### src/rtl/ow_pkg.sv
package ow_pkg;
  localparam int NCH = 3;
  typedef logic [7:0] byte_t;
  typedef enum logic [1:0] {CH_E1 = 2'd0, CH_E2 = 2'd1, CH_F1 = 2'd2} ch_e;
endpackage

### src/rtl/ow_div.sv
module ow_div #(
  parameter int DIV = 8
) (
  input  logic clk_i,
  input  logic rst_ni,
  input  logic sync_i,
  output logic ref_clk_o,
  output logic tick_o
);
  localparam int W = (DIV > 2) ? $clog2(DIV) : 1;
  localparam logic [W-1:0] HALF = W'(DIV / 2);
  localparam logic [W-1:0] LAST = W'(DIV - 1);

  logic [W-1:0] div_q;

  always_ff @(posedge clk_i or negedge rst_ni) begin
    if (!rst_ni)              div_q <= HALF;  // start in low phase
    else if (sync_i)          div_q <= '0;
    else if (div_q == LAST)   div_q <= '0;
    else                      div_q <= div_q + 1'b1;
  end

  assign ref_clk_o = div_q < HALF;
  assign tick_o    = (div_q == LAST) && !sync_i;
endmodule

### src/rtl/ow_frame.sv
module ow_frame #(
  parameter int ROW_CYC = 12
) (
  input  logic clk_i,
  input  logic rst_ni,
  input  logic sync_i,
  output logic frame_o
);
  localparam int CW = $clog2(ROW_CYC + 1);
  localparam logic [CW-1:0] ROW = CW'(ROW_CYC);

  logic [CW-1:0] cnt_q;

  always_ff @(posedge clk_i or negedge rst_ni) begin
    if (!rst_ni)           cnt_q <= '0;
    else if (sync_i)       cnt_q <= ROW;
    else if (cnt_q != '0)  cnt_q <= cnt_q - 1'b1;
  end

  assign frame_o = cnt_q != '0;
endmodule

### src/rtl/ow_ser.sv
module ow_ser
  import ow_pkg::*;
(
  input  logic  clk_i,
  input  logic  rst_ni,
  input  logic  cap_i,
  input  byte_t byte_i,
  input  logic  sync_i,
  input  logic  tick_i,
  output logic  bit_o
);
  byte_t      stg_q, sh_q;
  logic [2:0] idx_q;

  always_ff @(posedge clk_i or negedge rst_ni) begin
    if (!rst_ni)    stg_q <= '0;
    else if (cap_i) stg_q <= byte_i;
  end

  // load old staged value on sync; a same-cycle capture waits one frame
  always_ff @(posedge clk_i or negedge rst_ni) begin
    if (!rst_ni) begin
      sh_q  <= '0;
      idx_q <= 3'd7;
    end else if (sync_i) begin
      sh_q  <= stg_q;
      idx_q <= 3'd0;
    end else if (tick_i && idx_q != 3'd7) begin
      sh_q  <= {sh_q[6:0], 1'b0};
      idx_q <= idx_q + 3'd1;
    end
  end

  assign bit_o = sh_q[7];
endmodule

### src/rtl/ow_drop.sv
module ow_drop
  import ow_pkg::*;
#(
  parameter int DIV     = 8,
  parameter int ROW_CYC = 12
) (
  input  logic       clk_i,
  input  logic       rst_ni,
  input  logic       sof_i,
  input  logic       byte_vld_i,
  input  logic [7:0] e1_byte_i,
  input  logic [7:0] e2_byte_i,
  input  logic [7:0] f1_byte_i,
  output logic       e1_ser_o,
  output logic       e2_ser_o,
  output logic       f1_ser_o,
  output logic       ref_clk_o,
  output logic       frame_o
);
  logic  tick;
  byte_t bytes [NCH];
  logic  ser   [NCH];

  assign bytes[CH_E1] = e1_byte_i;
  assign bytes[CH_E2] = e2_byte_i;
  assign bytes[CH_F1] = f1_byte_i;

  ow_div #(.DIV(DIV)) u_div (
    .clk_i     (clk_i),
    .rst_ni    (rst_ni),
    .sync_i    (sof_i),
    .ref_clk_o (ref_clk_o),
    .tick_o    (tick)
  );

  ow_frame #(.ROW_CYC(ROW_CYC)) u_frame (
    .clk_i   (clk_i),
    .rst_ni  (rst_ni),
    .sync_i  (sof_i),
    .frame_o (frame_o)
  );

  for (genvar g = 0; g < NCH; g++) begin : g_ch
    ow_ser u_ser (
      .clk_i  (clk_i),
      .rst_ni (rst_ni),
      .cap_i  (byte_vld_i),
      .byte_i (bytes[g]),
      .sync_i (sof_i),
      .tick_i (tick),
      .bit_o  (ser[g])
    );
  end

  assign e1_ser_o = ser[CH_E1];
  assign e2_ser_o = ser[CH_E2];
  assign f1_ser_o = ser[CH_F1];
endmodule

### config.mk
export PLATFORM = sky130hd
export DESIGN_NAME = ow_drop
export DESIGN_NICKNAME = d
export VERILOG_FILES = /design/src/rtl/ow_pkg.sv /design/src/rtl/ow_div.sv /design/src/rtl/ow_frame.sv /design/src/rtl/ow_ser.sv /design/src/rtl/ow_drop.sv
export SDC_FILE = /design/constraint.sdc
export NUM_CORES = 1
export LEC_CHECK = 0
export ABC_AREA = 1
export BUFFER_PORTS_ARGS = -buffer_cell sky130_fd_sc_hd__clkbuf_2
export CORE_MARGIN = 1
export CORE_UTILIZATION = 57
export DETAILED_ROUTE_END_ITERATION = 6
export GPL_ROUTABILITY_DRIVEN = 0
export GPL_TIMING_DRIVEN = 0
export HOLD_SLACK_MARGIN = 0.12
export PLACE_DENSITY_LB_ADDON = 0.12
export SYNTH_ARGS = -nofsm -noshare
export SYNTH_HDL_FRONTEND = slang
export SYNTH_SLANG_ARGS = --single-unit
### constraint.sdc
create_clock -name clk_i -period 1.6 [get_ports clk_i]
set_input_delay 0.08 -clock clk_i [delete_from_list [all_inputs] [get_ports clk_i]]
set_output_delay 0.08 -clock clk_i [all_outputs]
set_load 0.02 [all_outputs]
== Word-level counts from Yosys, hierarchy flattened ==
Index checks and enable logic that the tools add are counted.

* Flip-flop bits (word level): 64
* Input port bits: 28
* Output and inout port bits: 5
* Logic and storage cells: 47

* Add/subtract/negate cells: 5
* Magnitude comparators: 1
* Equal/unequal tests: 4
* Multiplexer cells: 16
* Reduce and logical (&&, ||, !) cells: 10

{| class="wikitable"
|+ Operators by type and width
! operator !! number
|-
| $mux 8 || 6
|-
| $mux 3 || 8
|-
| $add 3x1->3 const B || 4
|-
| $ne 3x3->1 const B || 3
|-
| $mux 4 || 2
|-
| $reduce_bool 2->1 || 4
|-
| $logic_and 1x1->1 || 4
|-
| $reduce_bool 4->1 || 1
|-
| $sub 4x1->4 const B || 1
|-
| $eq 3x3->1 const B || 1
|-
| $lt 3x3->1 const B || 1
|-
| $logic_not 1->1 || 1
|}

== Depth between registers and ports, before layout ==
Gate-level depths: netlist (run 1).

* Depth in word-level cells: 5
* Depth in mapped cells: 7
* Gate-level depth less buffers: 7

== Hierarchy ==
A second synthesis (run 1) with hierarchy kept.

* Cells, all modules: 373
* Area total of the unflattened synthesis: 3203.1 µm²

{| class="wikitable"
|+ By module, submodules not included
! module !! instances !! cells an instance !! area an instance (µm²) !! seq. area each (µm²)
|-
| ow_ser || 3 || 110 || 943.4 || 479.2
|-
| ow_frame || 1 || 28 || 231.5 || 100.1
|-
| ow_div || 1 || 15 || 141.4 || 76.3
|}

== Worst setup path after synthesis (run 1) ==
No wires, ideal clock.

* Path kind: register to register
* Start point: register u_div.div_q[0]
* End point: register g_ch[0].u_ser.sh_q[1]
* Setup time: 0.124 ns
* Arrival time: 1.199 ns
* Required time: 1.476 ns
* Slack: 0.277 ns
* Cell stages (with the launch flop): 7
* Buffers on the path: 0
* Clock period less this slack: 1.323 ns
* Path through: dfrtp_1 -> ha_1 -> ha_1 -> nand3_1 -> inv_1 -> nand2_1 -> nand3_1

* Cells in the longest elaborated chain, start to end: 4

{| class="wikitable"
|+ Ends and longest elaborated chain
! element !! RTL line !! text
|-
| from (decl) || ow_div.sv:14 || <nowiki>logic [W-1:0] div_q;</nowiki>
|-
| from (signal assigned) || ow_div.sv:20 || <nowiki>else div_q <= div_q + 1'b1;</nowiki>
|-
| $eq 3x3->1 || ow_div.sv:24 || <nowiki>assign tick_o = (div_q == LAST) && !sync_i;</nowiki>
|-
| $logic_and 1x1->1 || ow_div.sv:24 ||
|-
| $logic_and 1x1->1 || ow_ser.sv:28 || <nowiki>end else if (tick_i && idx_q != 3'd7) begin</nowiki>
|-
| $reduce_bool 2->1 (no source line) || -- ||
|-
| to (signal assigned) || ow_ser.sv:26 || <nowiki>sh_q <= stg_q;</nowiki>
|-
| to (signal assigned) || ow_ser.sv:29 || <nowiki>sh_q <= {sh_q[6:0], 1'b0};</nowiki>
|-
| to (decl) || ow_ser.sv:12 || <nowiki>byte_t stg_q, sh_q;</nowiki>
|}

No other way between the ends.
A chain may end at the register's enable or synchronous reset.

== Final worst setup path (run 1) ==
* Start point: register g_ch[0].u_ser.idx_q[0]
* End point: register g_ch[0].u_ser.sh_q[1]

* Cells in the longest elaborated chain, start to end: 3

{| class="wikitable"
|+ Ends and longest elaborated chain
! element !! RTL line !! text
|-
| from (decl) || ow_ser.sv:13 || <nowiki>logic [2:0] idx_q;</nowiki>
|-
| from (signal assigned) || ow_ser.sv:30 || <nowiki>idx_q <= idx_q + 3'd1;</nowiki>
|-
| $ne 3x3->1 || ow_ser.sv:28 ||
|-
| $logic_and 1x1->1 || ow_ser.sv:28 ||
|-
| $reduce_bool 2->1 (no source line) || -- ||
|}

No other way between the ends.

==> impl_metrics.sql, run 1 <==
INSERT INTO impl_metrics (metric_group, metric, value, unit) VALUES
('power', 'finalPower', '3.522', 'mW'),
('clocking', 'htreeDepth', '3', ''),
('synthesis', 'synth_cells', '293', ''),
('sta', 'final_setup_violations', '0', ''),
('floorplan', 'floorplan.core_area', '4755', 'um2'),
('min_path', 'holdPathStages', '4', ''),
('synthesis', 'synthXorXnorAreaFrac', '0.3101', '%'),
('sta', 'finalHoldViolCount', '0', ''),
('drt', 'route.detailed.wl_per_inst', '12.65', 'um'),
('min_path', 'holdCritStartpoint', 'sof_i', ''),
('global_route', 'gr-total-overflow', '0', ''),
('global_route', 'grt_pass1_vias', '2124', ''),
('critical_path', 'worstReg2RegStart', 'g_ch[0].u_ser.idx_q[0]', ''),
('floorplan', 'die_area', '5240', 'um2'),
('power', 'p_clk_share', '33.3', '%'),
('drt', 'routed_wirelength', '5.465', 'mm'),
('drt', 'first_pass_iters', '4', ''),
('drt', 'ant_nets', '0', ''),
('clocking', 'number_of_clock_sinks', '64', ''),
('final_layout', 'final_area', '3485', 'um2'),
('synthesis', 'post_synth_fa_ha_maj_area_fraction', '4.431', '%'),
('critical_path', 'ff2ff_setup_slack', '140', 'ps'),
('sta', 'slew_at_the_pin_closest_to_its_max_slew_limit', '860.8', 'ps'),
('placement', 'number_of_buffers_added_on_ports', '31', ''),
('synthesis', 'syn-mean-instance-area', '9.638', 'um2'),
('synthesis', 'synth.yosys.warnings', '0', ''),
('drt', 'route.detailed.vias_per_inst', '4.912', ''),
('sta', 'finalMaxSlewViolations', '0', ''),
('power', 'switching_share', '25.90', '%'),
('sta', 'grt_setup_unrepaired', 'false', ''),
('global_route', 'number_of_antenna_violations_at_the_first_check_in_global_routing', '0', ''),
('sta', 'slew-limit-headroom', '42.62', '%'),
('outcome', 'status', 'finished, final reports clean', ''),
('synthesis', 'netlist_area', '2824', 'um2'),
('critical_path', 'timing.critical_path.fanout_max', '4', ''),
('drt', 'initialDrtViolationCount', '130', ''),
('critical_path', 'critical_path.endpoint_type', 'flip-flop', ''),
('power', 'combPwrFrac', '13.9', '%'),
('sta', 'finalClockSkew', '7.370', 'ps'),
('clocking', 'tritoncts_clock_tree', 'done', ''),
('clocking', 'clockBufferDepth', '2', ''),
('final_layout', 'filler_cell_count', '385', ''),
('global_route', 'grt_first_pass_wirelength', '9.370', 'mm'),
('synthesis', 'synthMuxAreaShare', '7.178', '%'),
('final_layout', 'nNetsFinal', '398', ''),
('synthesis', 'netlist_cell_types', '20', ''),
('global_route', 'grt.total_usage', '24.49', '%'),
('drt', 'vias', '2122', ''),
('global_route', 'largest_net_degree_at_the_start_of_global_routing', '65', ''),
('final_layout', 'post_route_cells_drive_above_1_share', '23.84', '%'),
('final_layout', 'layout.cells.most_common', 'sky130_fd_sc_hd__nand2_1', ''),
('critical_path', 'timing.rr.end', 'g_ch[0].u_ser.sh_q[1]', ''),
('critical_path', 'timing.critical_path.from_type', 'flip-flop', ''),
('floorplan', 'num_rows', '25', ''),
('synthesis', 'syn_nets', '331', ''),
('floorplan', 'io_pins', '33', ''),
('critical_path', 'required', '1810', 'ps'),
('clocking', 'numCtsBuffers', '9', ''),
('power', 'netSwitchingPower', '911.9', 'uW'),
('sta', 'crit_path_time_final', '1455', 'ps'),
('final_layout', 'final_core_util', '73.29', '%'),
('clocking', 'cts.clk_slew.worst_paths', '60', 'ps'),
('power', 'max-vdd-ir-drop', '0.0007753', 'V'),
('sta', 'final_min_period_over_clock_period', '90.96', '%'),
('power', 'pwr_density_cell', '1011', 'nW/um2'),
('synthesis', 'yosysSeqAreaShare', '57.16', '%'),
('drt', 'detail_route.drc_violations', '0', ''),
('sta', 'whs', '164.1', 'ps'),
('final_layout', 'num_antenna_cells', '0', ''),
('power', 'seq_power_share', '52.8', '%'),
('clocking', 'insertion_delay_to_the_later_sink_of_the_worst_skew_pair', '330', 'ps');
through the flow:
step / instances / setup slack (ps)
6_report: 432 / 144.6
5_1_grt: 432 / 24.74
3_5_place_dp: 391 / 87.33
4_1_cts: 432 / 59.00
3_3_place_gp: 391 / 70.71
2_1_floorplan: 293 / 276.9
per-layer routing:
layer  global-route usage (%)  vias up  wire length, um
li1                         -     1068                -
met1                    29.82      998             2514
met2                    41.54       45             2662
met3                    5.417       11              178
met4                    11.55        0              110
met5                        0        -                0
cell usage after synthesis (all sizes together):
cell | number | share of area [%]
clkbuf | 2 | 0.27
mux2 | 18 | 7.2
dfstp | 10 | 9.3
ha | 10 | 4.4
xnor2 | 1 | 0.31
o21ai | 45 | 8.0
inv | 34 | 4.5
nor2 | 7 | 0.93
nand3 | 9 | 1.8
nand2 | 92 | 13
a21oi | 4 | 1.1
dfrtp | 54 | 48
buf | 6 | 1.2
nor3 | 1 | 0.18
sequential cells by signal, summed over array words and instances, names as in the netlist:
signal            flops
g_ch.u_ser.idx_q      9
g_ch.u_ser.stg_q     24
u_div.div_q           3
u_frame.cnt_q         4
g_ch.u_ser.sh_q      24
worst max path at each step:
stage / startpoint / endpoint / slack [ps] / cells past startpoint
detailed placement: u_div.div_q[2] / g_ch[1].u_ser.sh_q[2] / 90 / 4
floorplan: u_div.div_q[0] / g_ch[0].u_ser.sh_q[1] / 280 / 6
CTS: u_div.div_q[2] / g_ch[0].u_ser.sh_q[1] / 60 / 5
finish: g_ch[0].u_ser.idx_q[0] / g_ch[0].u_ser.sh_q[1] / 140 / 7
global placement: rst_ni / g_ch[0].u_ser.stg_q[5] / 70 / 1
global route: g_ch[0].u_ser.idx_q[0] / g_ch[0].u_ser.idx_q[0] / 20 / 6
logic make-up after synthesis:
| logic type | after synthesis |
|---|---|
| and+or+nand+nor | 109 |
| DFF | 64 |
| AOI/OAI and AO/OA | 49 |
| buffers and inverters | 42 |
| muxes | 18 |
| adders and majority gates | 10 |
| xor gates and xnor gates | 1 |
area by class of cell:
class	instances	area (um2)	area share [%]
sequential	64	1614	46.32
multi-input combinational	187	1045	29.98
timing repair buffer	56	407.9	11.71
buffer	8	40.04	1.149
clock buffer	13	148.9	4.273
tap	67	83.83	2.406
inverter	34	127.6	3.662
clock inverter	3	17.52	0.5027
critical path, cell delays in order, from the launching register on:
cell and delay (ps):
sky130_fd_sc_hd__dfstp_2 550, sky130_fd_sc_hd__ha_1 150, sky130_fd_sc_hd__ha_1 140, sky130_fd_sc_hd__inv_1 60, sky130_fd_sc_hd__nand3_1 160, sky130_fd_sc_hd__inv_1 120, sky130_fd_sc_hd__nand2_1 80, sky130_fd_sc_hd__nand3_1 70
power by group through the flow:
stage	Sequential [mW]	Clock [mW]	Combinational, mW
after CTS	1.86	1.20	0.495
final	1.86	1.17	0.491
after detailed placement	1.89	0	0.446
after floorplan	1.88	0	0.293
after global placement	1.88	0	0.431
after global routing	1.88	1.28	0.567
what timing repair did:
action,CTS,global route
gates resized for setup,0,1
endpoints found under the setup margin,0,14
hold buffers,25,0
hold endpoints to repair,78,0
Power figures use the tool's default switching activity.
==> inputs of run 2 (changes only) <==
Settings changed: ABC_AREA 1 to unset.
==> impl_metrics.sql, run 2 <==
INSERT INTO impl_metrics (metric_group, metric, value, unit) VALUES
('clocking', 'clock_tree.root_cell', 'sky130_fd_sc_hd__clkbuf_8', ''),
('synthesis', 'synth_largest_area_cell', 'sky130_fd_sc_hd__dfrtp_1', ''),
('clocking', 'clockBufferDepth', '2', ''),
('final_layout', 'final_area', '3622', 'um2'),
('global_route', 'grt-busiest-layer', 'met2', ''),
('synthesis', 'yosysSeqAreaShare', '58.06', '%'),
('final_layout', 'mostFrequentLayoutCells', 'sky130_fd_sc_hd__dfrtp_1 (54), sky130_fd_sc_hd__dlygate4sd3_1 (30), sky130_fd_sc_hd__clkbuf_2 (28)', ''),
('placement', 'hpwlAfterDp', '3.094', 'mm'),
('synthesis', 'ys.flop_type', 'sky130_fd_sc_hd__dfrtp_1', ''),
('sta', 'final_setup_violations', '0', ''),
('floorplan', 'die_area', '5161', 'um2'),
('critical_path', 'crit_path_top_cell_by_count', 'sky130_fd_sc_hd__ha_4', ''),
('drt', 'vias', '1857', ''),
('sta', 'finalHoldViolCount', '0', ''),
('synthesis', 'post_synth_most_frequent_cells', 'sky130_fd_sc_hd__dfrtp_1 (54), sky130_fd_sc_hd__mux2i_1 (27), sky130_fd_sc_hd__nand2_1 (25)', ''),
('synthesis', 'syn-mean-instance-area', '12.47', 'um2'),
('critical_path', 'crit_chain', 'ha_4 -> ha_4 -> and2b_2 -> buf_6 -> mux2i_2 -> o21ai_1', ''),
('synthesis', 'synth.ff_latch_count', '64', ''),
('global_route', 'largest_net_degree_at_the_start_of_global_routing', '65', ''),
('sta', 'crit_path_time_final', '1590', 'ps'),
('sta', 'max_freq', '0.6288', 'GHz'),
('global_route', 'grt_pass1_vias', '1828', ''),
('sta', 'slew_at_the_pin_closest_to_its_max_slew_limit', '844.6', 'ps'),
('global_route', 'number_of_antenna_violations_at_the_first_check_in_global_routing', '0', ''),
('floorplan', 'floorplan.die.height', '71.84', 'um'),
('critical_path', 'crit_arrival', '1790', 'ps'),
('global_route', 'use_met3', '4.782', '%'),
('floorplan', 'io_pins', '33', ''),
('drt', 'detail_route.drc_violations', '0', ''),
('sta', 'slew-limit-headroom', '43.70', '%'),
('drt', 'initialDrtViolationCount', '112', ''),
('critical_path', 'critical_path.endpoint_type', 'flip-flop', ''),
('critical_path', 'timing.critical_path.fanout_max', '5', ''),
('flow_run', 'cap_viol_max_count', '0', ''),
('power', 'pwr_density_cell', '1005', 'nW/um2'),
('critical_path', 'timing.critical_path.from_type', 'flip-flop', ''),
('floorplan', 'die_w', '71.84', 'um'),
('synthesis', 'post-synth-top-count-cell', 'sky130_fd_sc_hd__dfrtp_1', ''),
('power', 'max-vdd-ir-drop', '0.0008474', 'V'),
('synthesis', 'synth.yosys.warnings', '0', ''),
('global_route', 'grtUsageMet1', '30.98', '%'),
('global_route', 'grt.total_usage', '22.15', '%'),
('synthesis', 'synth_top_cells_by_area', 'sky130_fd_sc_hd__dfrtp_1 (49%), sky130_fd_sc_hd__mux2i_1 (9.7%), sky130_fd_sc_hd__mux2_2 (9.7%)', ''),
('clocking', 'tritoncts_clock_tree', 'done', ''),
('final_layout', 'layout.cells.most_common', 'sky130_fd_sc_hd__dfrtp_1', ''),
('drt', 'route.detailed.wl_per_inst', '13.93', 'um'),
('global_route', 'gr-total-overflow', '0', ''),
('synthesis', 'ys_async_sr_fraction', '100.0', '%'),
('clocking', 'numCtsBuffers', '9', ''),
('synthesis', 'yosysTopAreaCellShare', '48.60', '%'),
('synthesis', 'netlist_cell_types', '24', ''),
('clocking', 'number_of_clock_sinks', '64', ''),
('drt', 'first_pass_iters', '4', ''),
('sta', 'finalMaxSlewViolations', '0', ''),
('final_layout', 'nNetsFinal', '338', ''),
('floorplan', 'num_rows', '25', ''),
('critical_path', 'critical_path.slowest_cell', 'sky130_fd_sc_hd__dfstp_2', ''),
('critical_path', 'cp.buffers_inverters', '1', ''),
('synthesis', 'syn_nets', '261', ''),
('sta', 'finalClockSkew', '6.278', 'ps'),
('critical_path', 'worst-setup-path-type', 'reg2reg', ''),
('clocking', 'htreeDepth', '3', ''),
('synthesis', 'synth_cells', '223', ''),
('floorplan', 'floorplan.core_area', '4723', 'um2'),
('power', 'cellLeakagePower', '1.642', 'nW'),
('drt', 'routed_wirelength', '5.183', 'mm'),
('floorplan', 'floorplan.initialDensity', '58.86', '%'),
('final_layout', 'largestRegisters', 'g_ch.u_ser.sh_q: 24 flops, g_ch.u_ser.stg_q: 24 flops, g_ch.u_ser.idx_q: 9 flops', ''),
('final_layout', 'layout.cells.non_filler', '372', ''),
('min_path', 'worstHoldPathType', 'in2reg', ''),
('clocking', 'insertion_delay_to_the_later_sink_of_the_worst_skew_pair', '330', 'ps'),
('global_route', 'grt_util_met2', '33.02', '%'),
('final_layout', 'num_antenna_cells', '0', ''),
('drt', 'route.detailed.vias_per_inst', '4.992', ''),
('sta', 'final_min_period_over_clock_period', '99.39', '%'),
('placement', 'placed_area', '3017', 'um2'),
('sta', 'grt_setup_unrepaired', 'true', ''),
('clocking', 'cts.clk_slew.worst_paths', '60', 'ps'),
('synthesis', 'netlist_area', '2780', 'um2'),
('placement', 'number_of_buffers_added_on_ports', '30', ''),
('outcome', 'status', 'finished, final reports clean', ''),
('power', 'finalPower', '3.639', 'mW'),
('critical_path', 'critical_path.top_delay_family', 'flip-flops', ''),
('placement', 'placedCellCount', '320', ''),
('global_route', 'grt_first_pass_wirelength', '8.493', 'mm'),
('final_layout', 'area_growth', '30.29', '%'),
('synthesis', 'synth_edf_count', '0', ''),
('final_layout', 'post_route_cells_drive_above_1_share', '33.77', '%'),
('drt', 'ant_nets', '0', ''),
('critical_path', 'required', '1800', 'ps'),
('critical_path', 'worst_path_largest_cell_delay', '560', 'ps');
## run 2: cell count changes after synthesis, sizes merged, moves of 3 or more
cell | previous run | this run
nand2b | 0 | 3
mux2 | 18 | 24
o21ai | 45 | 24
nor2 | 7 | 10
buf | 6 | 9
o31ai | 0 | 3
nand3 | 9 | 0
mux2i | 0 | 27
nand2 | 92 | 25
nor2b | 0 | 3
inv | 34 | 5
## run 2: cell type report
type	instances	area (um2)
inverters	5	18.77
clock inverters	1	30.03
repair buffers	66	501.7
fillers	308	1101
flip-flops and latches	64	1614
plain buffers	13	83.83
multi-input cells	141	1134
clock buffers	15	156.4
well taps	67	83.83
## run 2: repair_timing
item                                    CTS  global route
hold buffers                             30             0
endpoints found under the setup margin    2            19
hold endpoints to repair                 80             0
pin swaps                                 0             1
resized for setup                         1            25
cloned                                    0             3
setup buffers                             0             3
## run 2: through the flow
step	worst slack (ps)	setup TNS (ps)	util, %	hold slack (ps)
floorplan	131.5	0	-	-215.6
global placement	-1.586	-1.586	63.81	311.5
detailed placement	-33.90	-42.96	63.87	259.6
CTS	-4.566	-4.566	74.25	174.1
global route	-33.62	-174.6	76.69	192.5
finish	9.719	0	76.69	185.8
## run 2: logic make-up after synthesis
logic type / Yosys count / share of synthesized area, %
compound gates: 29 / 5.491
xor+xnor: 4 / 1.260
fa+ha+maj: 10 / 4.500
buf+inv: 18 / 3.555
flops: 64 / 58.06
mux: 51 / 19.44
simple gates: 47 / 7.696
## run 2: per-layer routing
layer / share of wire (%) / routed length, um / up-vias
li1: - / - / 915
met1: 49 / 2516 / 898
met2: 47 / 2418 / 36
met3: 3.3 / 170 / 8
met4: 1.5 / 78 / 0
met5: 0 / 0 / -
## run 2: path summary, 6_finish.rpt
check / start / endpoint / depth (start not counted) / slack (ps)
setup / recovery: g_ch[1].u_ser.idx_q[1] / g_ch[1].u_ser.sh_q[7] / 6 / 10
hold / removal: sof_i / g_ch[1].u_ser.sh_q[5] / 2 / 190
setup reg to reg: g_ch[1].u_ser.idx_q[1] / g_ch[1].u_ser.sh_q[7] / 6 / 10
hold reg to reg: u_div.div_q[0] / u_div.div_q[0] / 1 / 460
max in group asynchronous: rst_ni / g_ch[2].u_ser.sh_q[1] / 2 / 630
min in group asynchronous: rst_ni / g_ch[0].u_ser.stg_q[6] / 2 / 410
## run 2: where the power goes
part	total, mW	switching, mW	leakage (nW)	internal, mW
Clock	1.32	0.558	0.0919	0.767
Sequential	1.87	0.0938	0.748	1.78
Combinational	0.444	0.204	0.802	0.239
Total	3.64	0.856	1.64	2.78
